File: config.mk
export PLATFORM = sky130hd
export DESIGN_NAME = bp_strategy_predictor
export DESIGN_NICKNAME = d
export VERILOG_FILES = /design/src/rtl/bp_pkg.sv /design/src/rtl/bp_static_policy.sv /design/src/rtl/bp_counter_table.sv /design/src/rtl/bp_strategy_predictor.sv
export SDC_FILE = /design/constraint.sdc
export NUM_CORES = 1
export LEC_CHECK = 0
export ABC_CLOCK_PERIOD_IN_PS = 5300
export BUFFER_PORTS_ARGS = -buffer_cell sky130_fd_sc_hd__buf_4
export CAP_MARGIN = 40
export CORE_MARGIN = 2
export CORE_UTILIZATION = 25
export CTS_BUF_LIST = sky130_fd_sc_hd__clkbuf_2
export DETAILED_ROUTE_END_ITERATION = 7
export MAX_ROUTING_LAYER = met4
export PLACE_DENSITY = 0.43
export SLEW_MARGIN = 10
export SYNTH_ARGS = -nofsm -noshare
export SYNTH_HDL_FRONTEND = slang
export SYNTH_SLANG_ARGS = --single-unit
export TNS_END_PERCENT = 5
File: constraint.sdc
create_clock -name clk -period 5.3 [get_ports clk]
set_input_delay 0.795 -clock clk [delete_from_list [all_inputs] [get_ports clk]]
set_output_delay 0.795 -clock clk [all_outputs]
set_load 0.02 [all_outputs]
File: src/rtl/bp_pkg.sv
package bp_pkg;

  typedef enum logic [1:0] {
    BP_SIGN      = 2'b00,
    BP_TAKEN     = 2'b01,
    BP_NOT_TAKEN = 2'b10,
    BP_COUNTER   = 2'b11
  } bp_mode_e;

  localparam logic [1:0] CTR_RESET = 2'b01;

  // Saturating two-bit counter step.
  function automatic logic [1:0] ctr_step(input logic [1:0] cur, input logic taken);
    logic [1:0] nxt;
    if (taken) nxt = (cur == 2'b11) ? cur : cur + 2'd1;
    else       nxt = (cur == 2'b00) ? cur : cur - 2'd1;
    return nxt;
  endfunction

  // Offset-sign rule: backward (negative) target means taken.
  function automatic logic sign_rule(input logic offset_msb);
    return offset_msb;
  endfunction

endpackage

File: src/rtl/bp_static_policy.sv
module bp_static_policy
  import bp_pkg::*;
#(
  parameter int OFF_W = 32
) (
  input  bp_mode_e           mode,
  input  logic [OFF_W-1:0]   offset,
  output logic               dir
);
  always_comb begin
    unique case (mode)
      BP_TAKEN:     dir = 1'b1;
      BP_NOT_TAKEN: dir = 1'b0;
      default:      dir = sign_rule(offset[OFF_W-1]);
    endcase
  end
endmodule

File: src/rtl/bp_counter_table.sv
module bp_counter_table
  import bp_pkg::*;
#(
  parameter int PC_W  = 32,
  parameter int IDX_W = 8
) (
  input  logic            clk,
  input  logic            rst_n,
  input  logic            wr_req,
  input  logic [PC_W-1:0] wr_pc,
  input  logic            wr_taken,
  input  logic [PC_W-1:0] rd_pc,
  output logic [1:0]      rd_ctr,
  output logic            wr_fire,
  output logic [1:0]      wr_old,
  output logic [1:0]      wr_new
);
  localparam int DEPTH = 1 << IDX_W;

  logic [1:0]       ctr_q [DEPTH];
  logic [IDX_W-1:0] rd_idx, wr_idx;

  assign rd_idx  = rd_pc[IDX_W+1:2];
  assign wr_idx  = wr_pc[IDX_W+1:2];
  assign rd_ctr  = ctr_q[rd_idx];
  assign wr_fire = wr_req;
  assign wr_old  = ctr_q[wr_idx];
  assign wr_new  = ctr_step(wr_old, wr_taken);

  always_ff @(posedge clk or negedge rst_n) begin
    if (!rst_n) begin
      for (int i = 0; i < DEPTH; i++) ctr_q[i] <= CTR_RESET;
    end else if (wr_fire) begin
      ctr_q[wr_idx] <= wr_new;
    end
  end
endmodule

File: src/rtl/bp_strategy_predictor.sv
module bp_strategy_predictor
  import bp_pkg::*;
#(
  parameter int PC_W  = 32,
  parameter int IDX_W = 8
) (
  input  logic            clk,
  input  logic            rst_n,
  input  logic [1:0]      mode_sel,
  input  logic [PC_W-1:0] pred_pc,
  input  logic [PC_W-1:0] pred_offset,
  output logic            pred_taken,
  input  logic            upd_valid,
  input  logic [PC_W-1:0] upd_pc,
  input  logic            upd_taken
);
  bp_mode_e   mode;
  logic       static_dir;
  logic [1:0] rd_ctr;
  logic       upd_fire;
  logic       wr_fire;
  logic [1:0] wr_old, wr_new;

  assign mode     = bp_mode_e'(mode_sel);
  assign upd_fire = upd_valid && (mode == BP_COUNTER);

  bp_static_policy #(.OFF_W(PC_W)) static_i (
    .mode   (mode),
    .offset (pred_offset),
    .dir    (static_dir)
  );

  bp_counter_table #(.PC_W(PC_W), .IDX_W(IDX_W)) table_i (
    .clk      (clk),
    .rst_n    (rst_n),
    .wr_req   (upd_fire),
    .wr_pc    (upd_pc),
    .wr_taken (upd_taken),
    .rd_pc    (pred_pc),
    .rd_ctr   (rd_ctr),
    .wr_fire  (wr_fire),
    .wr_old   (wr_old),
    .wr_new   (wr_new)
  );

  assign pred_taken = (mode == BP_COUNTER) ? rd_ctr[1] : static_dir;
endmodule

; ---- Word level (Yosys, flattened, before mapping)
; Index checks and enable logic that the tools add are counted.
; Widths: inputs -> output; s select.
[word_totals]
inputBits = 102
reg_bits = 512
word_cells = 284
output_inout_bits = 1
[op_classes]
n_mux = 14
n_bitwise = 2
eq_ne = 4
n_addsub = 2
n_reduce_logical = 3
magnitude_cmp = 3
[ops]
columns = operator, n
row1 = $bwmux 512, 1
row2 = $bmux 2 s8, 2
row3 = $ge 9x9->1 const B, 2
row4 = $not 8->9, 2
row5 = $demux 2 s8, 1
row6 = $mux 2, 8
row7 = $lt 9x1->1 const B, 1
row8 = $eq 2x2->1 const B, 3
row9 = $add 2x1->2 const B, 1
row10 = $eq 2x1->1 const B, 1
row11 = $logic_and 1x1->1, 2
row12 = $logic_not 2->1, 1
row13 = $pmux 1 s2, 1
row14 = $sub 2x1->2 const B, 1
row15 = $mux 1, 1

; ---- Depth between registers and ports, before layout
; Gate-level depths: netlist of the first run.
[logic_depth]
ltp_word = 8
mapped_depth = 15
ltp_nobuf = 8

; ---- Modules after synthesis
; Synthesis of the first run repeated with hierarchy kept, for this count alone.
[unflattened]
cells_unflattened = 2689
area_unflattened_um2 = 29361.9
[by_module_without_submodules]
columns = module, seq_area_each_um2, cells_each, area_each_um2, instances
row1 = bp_counter_table, 13132.6, 2683, 29304.4, 1
row2 = bp_static_policy, 0.0, 3, 31.3, 1
row3 = bp_strategy_predictor, 0.0, 3, 26.3, 1

; ---- Least setup slack after synthesis of the first run
; OpenSTA, ideal clock, no wires.
[synth_timing]
path_type = input to output
startpoint = input port pred_pc[2]
endpoint = output port pred_taken
path_slack_ps = 969
arrival_ps = 3536
stages = 8
path_buffers = 2
required_time_ps = 4505
cell_sequence = clkbuf_1 buf_1 mux4_2 mux4_2 a22o_1 a221oi_1 o211ai_1 a31o_2
[synth_between]
elab_chain_cells = 5
[synth_lines]
columns = item, line
row1 = from (decl), bp_strategy_predictor.sv:10  ; input logic [PC_W-1:0] pred_pc,
row2 = $not 8->9 (not written as such), bp_counter_table.sv:25  ; assign rd_ctr = ctr_q[rd_idx];
row3 = $bmux 2 s8, bp_counter_table.sv:25
row4 = $mux 2 (not written as such) (2 in series), bp_counter_table.sv:25
row5 = $mux 1, bp_strategy_predictor.sv:46  ; assign pred_taken = (mode == BP_COUNTER) ? rd_ctr[1] : static_dir;
row6 = to (decl), bp_strategy_predictor.sv:12  ; output logic pred_taken,
; Every way passes these cells. The select of a mux whose other input is x is not followed.

; ---- Worst setup path in the final report of the first run
[layout_timing]
startpoint = register table_i.ctr_q[281] (netlist name)
endpoint = output port pred_taken
[layout_between]
elab_chain_cells = 4
[layout_lines]
columns = item, line
row1 = from (decl), bp_counter_table.sv:20  ; logic [1:0] ctr_q [DEPTH];
row2 = "from (signal, indexed assignment)", bp_counter_table.sv:34  ; ctr_q[wr_idx] <= wr_new;
row3 = $bmux 2 s8, bp_counter_table.sv:25
row4 = $mux 2 (not written as such) (2 in series), bp_counter_table.sv:25
row5 = $mux 1, bp_strategy_predictor.sv:46
; Every way passes these cells. The select of a mux whose other input is x is not followed.

==> flow_summary.json, run 1 <==
{
  "status": "finished clean",
  "finalCriticalPeriod_ps": 4741,
  "rows": 120,
  "setup_viol_count_final": 0,
  "grt_overflow_total": 0,
  "ys_warn_count": 0,
  "p_per_area_nw_per_um2": 265.5,
  "utilization": 0.2856,
  "slew_headroom": 0.3702,
  "cts_tree": "built",
  "seq_area_frac_synth": 0.4860,
  "drc": 0,
  "syn_inst": 2474,
  "reg_top3": "table_i.ctr_q: 512 flops",
  "synth_top_area_cell": "dfstp_2",
  "grt_pass1_wl_um": 145500,
  "synth.top_cell.area_share": 0.2489,
  "grt_pass1_vias": 21400,
  "grt_max_degree": 131,
  "yosysMostFrequentCell": "nand2_1",
  "post-route-period-util": 0.8945,
  "antenna_found_initial": 4,
  "track_usage": 0.1808,
  "cp.arrival_ps": 3950,
  "critPathKind": "reg -> out",
  "finalSetupTns_ps": 0,
  "ios": 103,
  "cts.path.max_buffers": 3,
  "fin_area_um2": 30620,
  "ys_seq_elements": 512,
  "cts_root_buf": "clkbuf_2",
  "top_register": "table_i.ctr_q",
  "rsz0062_at_grt": "false",
  "die_h_um": 332.8,
  "cts_made_buffers": 146,
  "hold_viol_final": 0,
  "drive_above_1_share": 0.3366,
  "first_pass_iters": 5,
  "dp_hpwl_um": 64470,
  "dr_total_vias": 21190,
  "drt_iter0_markers": 1676,
  "synthTopCellsByCount": "nand2_1, dfrtp_1, dfstp_2, o31ai_1, o21ai_0",
  "io_buffers": 23,
  "initial_core_util": 0.2521,
  "syn_nets": 2578,
  "finalWeightedCongestion": 0.8827,
  "h-tree-depth": 4,
  "sw_frac_of_total": 0.3137,
  "clock_latency_ps": 1380,
  "peakVddDrop_mv": 0.1865,
  "dieWidth_um": 332.8,
  "skew_ps": 105.8,
  "cap_violations": 0,
  "synth_edf_count": 0,
  "holdWs_ps": 207.9,
  "hold_class": "in -> reg",
  "synth_flop_cell": "dfstp_2",
  "combPwrFrac": 0.115,
  "cts_setup_buffers": 0,
  "pwr-share-clk": 0.390,
  "drt_wl_total_um": 97320,
  "switchingPower_mw": 2.549,
  "slew_violations": 0,
  "clock-sinks": 512,
  "synthTopCellsByArea": "dfstp_2, dfrtp_1, mux4_2, nand2_1, o31ai_1",
  "yosysUniqueCellTypes": 62,
  "largest_reg_flops": 512,
  "ctsResizeCount": 0,
  "syn_area_um2": 27020,
  "ant_nets": 0,
  "critPathRequiredTime_ps": 4510,
  "critPathLaunchType": "flip-flop",
  "nets": 2671,
  "p_seq_frac": 0.496,
  "fmax_mhz": 210.9,
  "syn_avg_cell_area_um2": 10.92,
  "placed_area_um2": 29100,
  "p_leak_nw": 11.61,
  "coreArea_um2": 107200,
  "endpoint_kind": "output pin",
  "p_int_mw": 5.579,
  "avgViaCountPerCell": 5.169,
  "wl_per_cell_um": 23.74,
  "synthArstFlopShare": 1.000,
  "path_max_fanout": 3,
  "die_area_um2": 110700,
  "syn2layout_area_growth_pct": 13.30,
  "tightestPinTransition_ps": 944.7,
  "clkTransAtPathRegs_ps": 110,
  "nFillCells": 11160
}
[final timing paths]
check	startpoint	end	slack (ps)	cells past startpoint
min in group asynchronous	rst_n	table_i.ctr_q[278]$_DFFE_PN1P_	230	2
worst min register to register	table_i.ctr_q[236]$_DFFE_PN1P_	table_i.ctr_q[236]$_DFFE_PN1P_	470	2
worst min-delay path	upd_valid	table_i.ctr_q[220]$_DFFE_PN1P_	210	5
worst max-delay path	table_i.ctr_q[281]$_DFFE_PN0P_	pred_taken	560	7
worst max register to register	table_i.ctr_q[76]$_DFFE_PN1P_	table_i.ctr_q[339]$_DFFE_PN0P_	1670	11
max in group asynchronous	rst_n	table_i.ctr_q[35]$_DFFE_PN0P_	4120	3
[cell type report]
type	count	area [µm²]	area share
Sequential cell	512	13130	0.4289
Multi-Input combinational cell	1759	12840	0.4193
Tap cell	1403	1755	0.05733
Timing Repair Buffer	138	1434	0.04683
Clock buffer	237	1186	0.03874
Clock inverter	33	216.5	0.007070
Inverter	10	37.54	0.001226
Antenna cell	7	17.52	0.0005721
[critical path, cell delays in order (launching register included)]
cell	delay, ps
dfrtp_1	430
mux4_2	530
mux4_2	560
a22o_1	260
a221oi_1	240
o211ai_1	120
a31o_2	280
buf_4	160
[per-stage QoR]
stage	std cells	power, mW	setup WS [ps]
2_1_floorplan	2474	4.645	968.8
3_3_place_gp	3808	5.011	725.7
3_5_place_dp	3814	5.025	682.3
4_1_cts	4092	8.270	386.7
5_1_grt	4099	8.553	359.5
6_report	4099	8.128	559.1
[placed cells by master, fill, tap and decap left out, types with 4 or more instances in the layout]
cell type and instances:
nand2_1 765, dfstp_2 256, dfrtp_1 256, o31ai_1 237
clkbuf_2 237, o21ai_0 209, mux4_2 184, buf_4 98
mux2i_1 60, a22oi_1 33, mux2_2 27, nor2_1 24
buf_12 24, nand3_1 22, o21ai_1 21, clkinv_1 21
o31ai_2 20, nor2b_1 14, a21oi_1 13, inv_1 10
nor2_2 10, nand4_1 9, nor3_1 9, nand2b_1 8
nor3_2 8, diode_2 7, a22o_1 7, a41oi_1 7
dlygate4sd3_1 7, o22ai_1 6, a221o_1 5, o211ai_1 4
or3_1 4, inv_2 4
[per-layer routing]
layer | up-vias | GRT usage | wire (µm)
li1 | 9415 | - | -
met1 | 10830 | 0.2384 | 43370
met2 | 755 | 0.2754 | 44800
met3 | 193 | 0.03650 | 6308
met4 | 0 | 0.06460 | 2841
met5 | - | - | 0
[power by group through the flow]
| stage | logic, mW | clock network [mW] | registers [mW] |
|---|---|---|---|
| 3_5_place_dp | 0.929 | 0 | 4.10 |
| 2_1_floorplan | 0.565 | 0 | 4.08 |
| 5_1_grt | 0.995 | 3.52 | 4.04 |
| 4_1_cts | 0.938 | 3.30 | 4.03 |
| 6_report | 0.931 | 3.17 | 4.03 |
| 3_3_place_gp | 0.918 | 0 | 4.09 |
[logic make-up (layout without fill, tap and decap cells)]
group / count (synthesis) / count (layout) / synth area share
other: 0 / 7 / 0
AO/OA/AOI/OAI: 588 / 588 / 0.1479
multiplexers: 271 / 271 / 0.1868
buffers and inverters: 203 / 418 / 0.04399
adder cells (fa/ha/maj): 5 / 5 / 0.002130
flip-flops: 512 / 512 / 0.4860
AND/OR/NAND/NOR: 895 / 895 / 0.1332
[repair_timing]
action / 4_1_cts / 5_1_grt
setup endpoints to repair: 0 / 0
endpoints found under the hold margin: 208 / 0
hold buffers: 8 / 0
Power figures use the tool's default switching activity.
==> inputs of run 2 (changes only) <==
Settings changed: ABC_AREA set to 1.
==> run 2 against run 1 <==
Compared with the run above: global-route usage grew 3.9 points; utilization decreased by 0.43 points; clock skew rose by 7.8 ps; sequential cell count unchanged; largest cell class is now multi-input gates.
==> flow_summary.json, run 2 <==
{
  "crit_top_cell": "nand2_1",
  "avgViaCountPerCell": 4.803,
  "cp_slowest_cell": "dfrtp_1",
  "grt_pass1_wl_um": 193800,
  "rows": 126,
  "endpoint_kind": "output pin",
  "utilization": 0.2813,
  "grt_pass1_vias": 29220,
  "dr_total_vias": 30250,
  "worstReg2RegStart": "table_i.ctr_q[225]$_DFFE_PN0P_",
  "synth.top_cell.area_share": 0.2831,
  "crit_chain": "o21ai_0 > o22ai_1 > nand2_1 > nand3_1 > nand2_1 > o21ai_0 > buf_4 > nand2_1 > nand3_1 > nand3b_1 > nand2_1 > nand2_1 > nand2_1 > buf_4",
  "slew_violations": 0,
  "largest_reg_flops": 512,
  "synth_top_family_by_area": "simple AND/OR/NAND/NOR gates",
  "clock-sinks": 512,
  "finalWorstSetupSlack_ps": 991.6,
  "setup_viol_count_final": 0,
  "min_to": "table_i.ctr_q[283]$_DFFE_PN0P_",
  "preCtsSetupSlack_ps": 691.2,
  "nFillCells": 13350,
  "grt_max_degree": 161,
  "synthArstFlopShare": 1.000,
  "critPathLaunchType": "flip-flop",
  "drc": 0,
  "critPathKind": "reg -> out",
  "finalWeightedCongestion": 0.8382,
  "cp_num_buf_inv": 2,
  "synthTopCellsByArea": "nand2_1, dfstp_2, dfrtp_1, nand3_1, inv_1",
  "skew_ps": 113.6,
  "cpPeakStageDelay_ps": 420,
  "cts.path.max_buffers": 3,
  "finalSetupTns_ps": 0,
  "tightestPinTransition_ps": 1040,
  "hold_class": "in -> reg",
  "clock_latency_ps": 1490,
  "p_per_area_nw_per_um2": 243.6,
  "holdWs_ps": 178.6,
  "coreArea_um2": 118400,
  "synthAdderAreaFrac": 0.0008370,
  "peakVddDrop_mv": 0.1947,
  "fmax_mhz": 232.1,
  "cts_root_buf": "clkbuf_2",
  "finalCriticalPeriod_ps": 4308,
  "cts_tree": "built",
  "reg2reg_depth": 15,
  "p_leak_nw": 15.85,
  "synth_edf_count": 0,
  "dieWidth_um": 349.8,
  "synth_top_area_cell": "nand2_1",
  "nets": 4664,
  "antenna_found_initial": 7,
  "cp.depth": 14,
  "synth_flop_cell": "dfstp_2",
  "synth.area.mux_share": 0,
  "min-delay-start": "upd_valid",
  "status": "finished clean",
  "die_area_um2": 122400,
  "synth_xor_area_frac": 0,
  "synthTopCellsByCount": "nand2_1, inv_1, nand3_1, nor2_1",
  "cap_violations": 0,
  "syn2layout_area_growth_pct": 11.38,
  "slew_headroom": 0.3064,
  "dp_hpwl_um": 74930,
  "drt_iter0_markers": 2475,
  "cp.arrival_ps": 3510,
  "wl_per_cell_um": 20.72,
  "ys_seq_elements": 512,
  "cts_setup_buffers": 0,
  "path_max_fanout": 3,
  "r2r_setup_slack_ps": 2170,
  "ant_nets": 0,
  "drive_above_1_share": 0.1401,
  "initial_core_util": 0.2525,
  "die_h_um": 349.8,
  "syn_inst": 4554,
  "reg2reg_to": "table_i.ctr_q[297]$_DFFE_PN0P_",
  "first_pass_iters": 6,
  "hold_depth": 7,
  "critPathRequiredTime_ps": 4510,
  "ys_warn_count": 0,
  "seq_area_frac_synth": 0.4392,
  "regArea_um2": 13130,
  "synthSimpleGateAreaFrac": 0.4159,
  "track_usage": 0.2195,
  "hold_viol_final": 0,
  "ios": 103,
  "yosysMostFrequentCell": "nand2_1",
  "syn_avg_cell_area_um2": 6.565,
  "post-route-period-util": 0.8129,
  "final_common_cell": "nand2_1",
  "final_cell_mix": "nand2_1, inv_1, nand3_1",
  "top_register": "table_i.ctr_q",
  "cts_made_buffers": 159,
  "multi_input_area_um2": 14170,
  "yosysUniqueCellTypes": 27,
  "reg_top3": "table_i.ctr_q: 512 flops",
  "clkTransAtPathRegs_ps": 110,
  "h-tree-depth": 4,
  "io_buffers": 23,
  "critical-path-top-delay-family": "simple AND/OR/NAND/NOR gates",
  "synth_compound_area_frac": 0.05541,
  "syn_area_um2": 29900,
  "rsz0062_at_grt": "false",
  "syn_nets": 4658,
  "drt_wl_total_um": 130500,
  "grt_overflow_total": 0
}
[run 2: worst max path at each step]
stage	from	end	slack [ps]
final	table_i.ctr_q[379]$_DFFE_PN0P_	pred_taken	990
after global routing	table_i.ctr_q[379]$_DFFE_PN0P_	pred_taken	700
after CTS	table_i.ctr_q[379]$_DFFE_PN0P_	pred_taken	880
after detailed placement	upd_pc[5]	table_i.ctr_q[313]$_DFFE_PN0P_	690
after global placement	upd_pc[3]	table_i.ctr_q[251]$_DFFE_PN0P_	710
after floorplan	pred_pc[2]	pred_taken	2030
[run 2: logic make-up (layout without fill, tap and decap cells)]
family                   count (synthesis)  in the layout
AO/OA/AOI/OAI                          302            302
flip-flops                             512            512
other                                    0              9
AND/OR/NAND/NOR                       3098           3098
adder cells (fa/ha/maj)                  2              2
buffers and inverters                  640            774
[run 2: repair_timing]
| item | CTS | global route |
|---|---|---|
| hold buffers | 3 | 0 |
| hold endpoints to repair | 279 | 0 |
| resized for setup | 0 | 0 |
[run 2: final cells by class]
class | instances | area share
clock buffer | 265 | 0.03983
timing repair buffer | 114 | 0.03479
sequential | 512 | 0.3943
clock inverter | 24 | 0.002818
inverter | 371 | 0.04197
tap | 1600 | 0.06011
multi-input combinational | 3402 | 0.4255
antenna | 9 | 0.0006763
[run 2: worst min-delay path, stage by stage]
cell and delay, ps:
buf_4 120, nand3_1 230, nor2_1 110, inv_1 150
nor2_1 90, nand3_1 80, nand2_1 40
[run 2: power breakdown]
group	leakage [nW]	internal, mW	switching, mW
combinational	8.48	0.160	0.695
sequential	6.22	3.96	0.0168
clock	1.15	1.29	1.98
[run 2: per-layer routing]
layer  routed length, µm  part of all wire  GRT usage  vias to the layer above
li1                    -                 -          -                    14330
met1               59260              0.45     0.2883                    14640
met2               58580              0.45     0.3414                     1041
met3                9121             0.070    0.03976                      227
met4                3526             0.027    0.06976                        0
met5                   0                 0          -                        -
[run 2: through the flow]
step | power, mW | area, µm² | instances
after floorplan | 4.432 | 29900 | 4554
after global placement | 4.894 | 31810 | 5996
after detailed placement | 4.891 | 31810 | 5996
after CTS | 8.221 | 33280 | 6288
after global routing | 8.513 | 33300 | 6297
final | 8.112 | 33300 | 6297
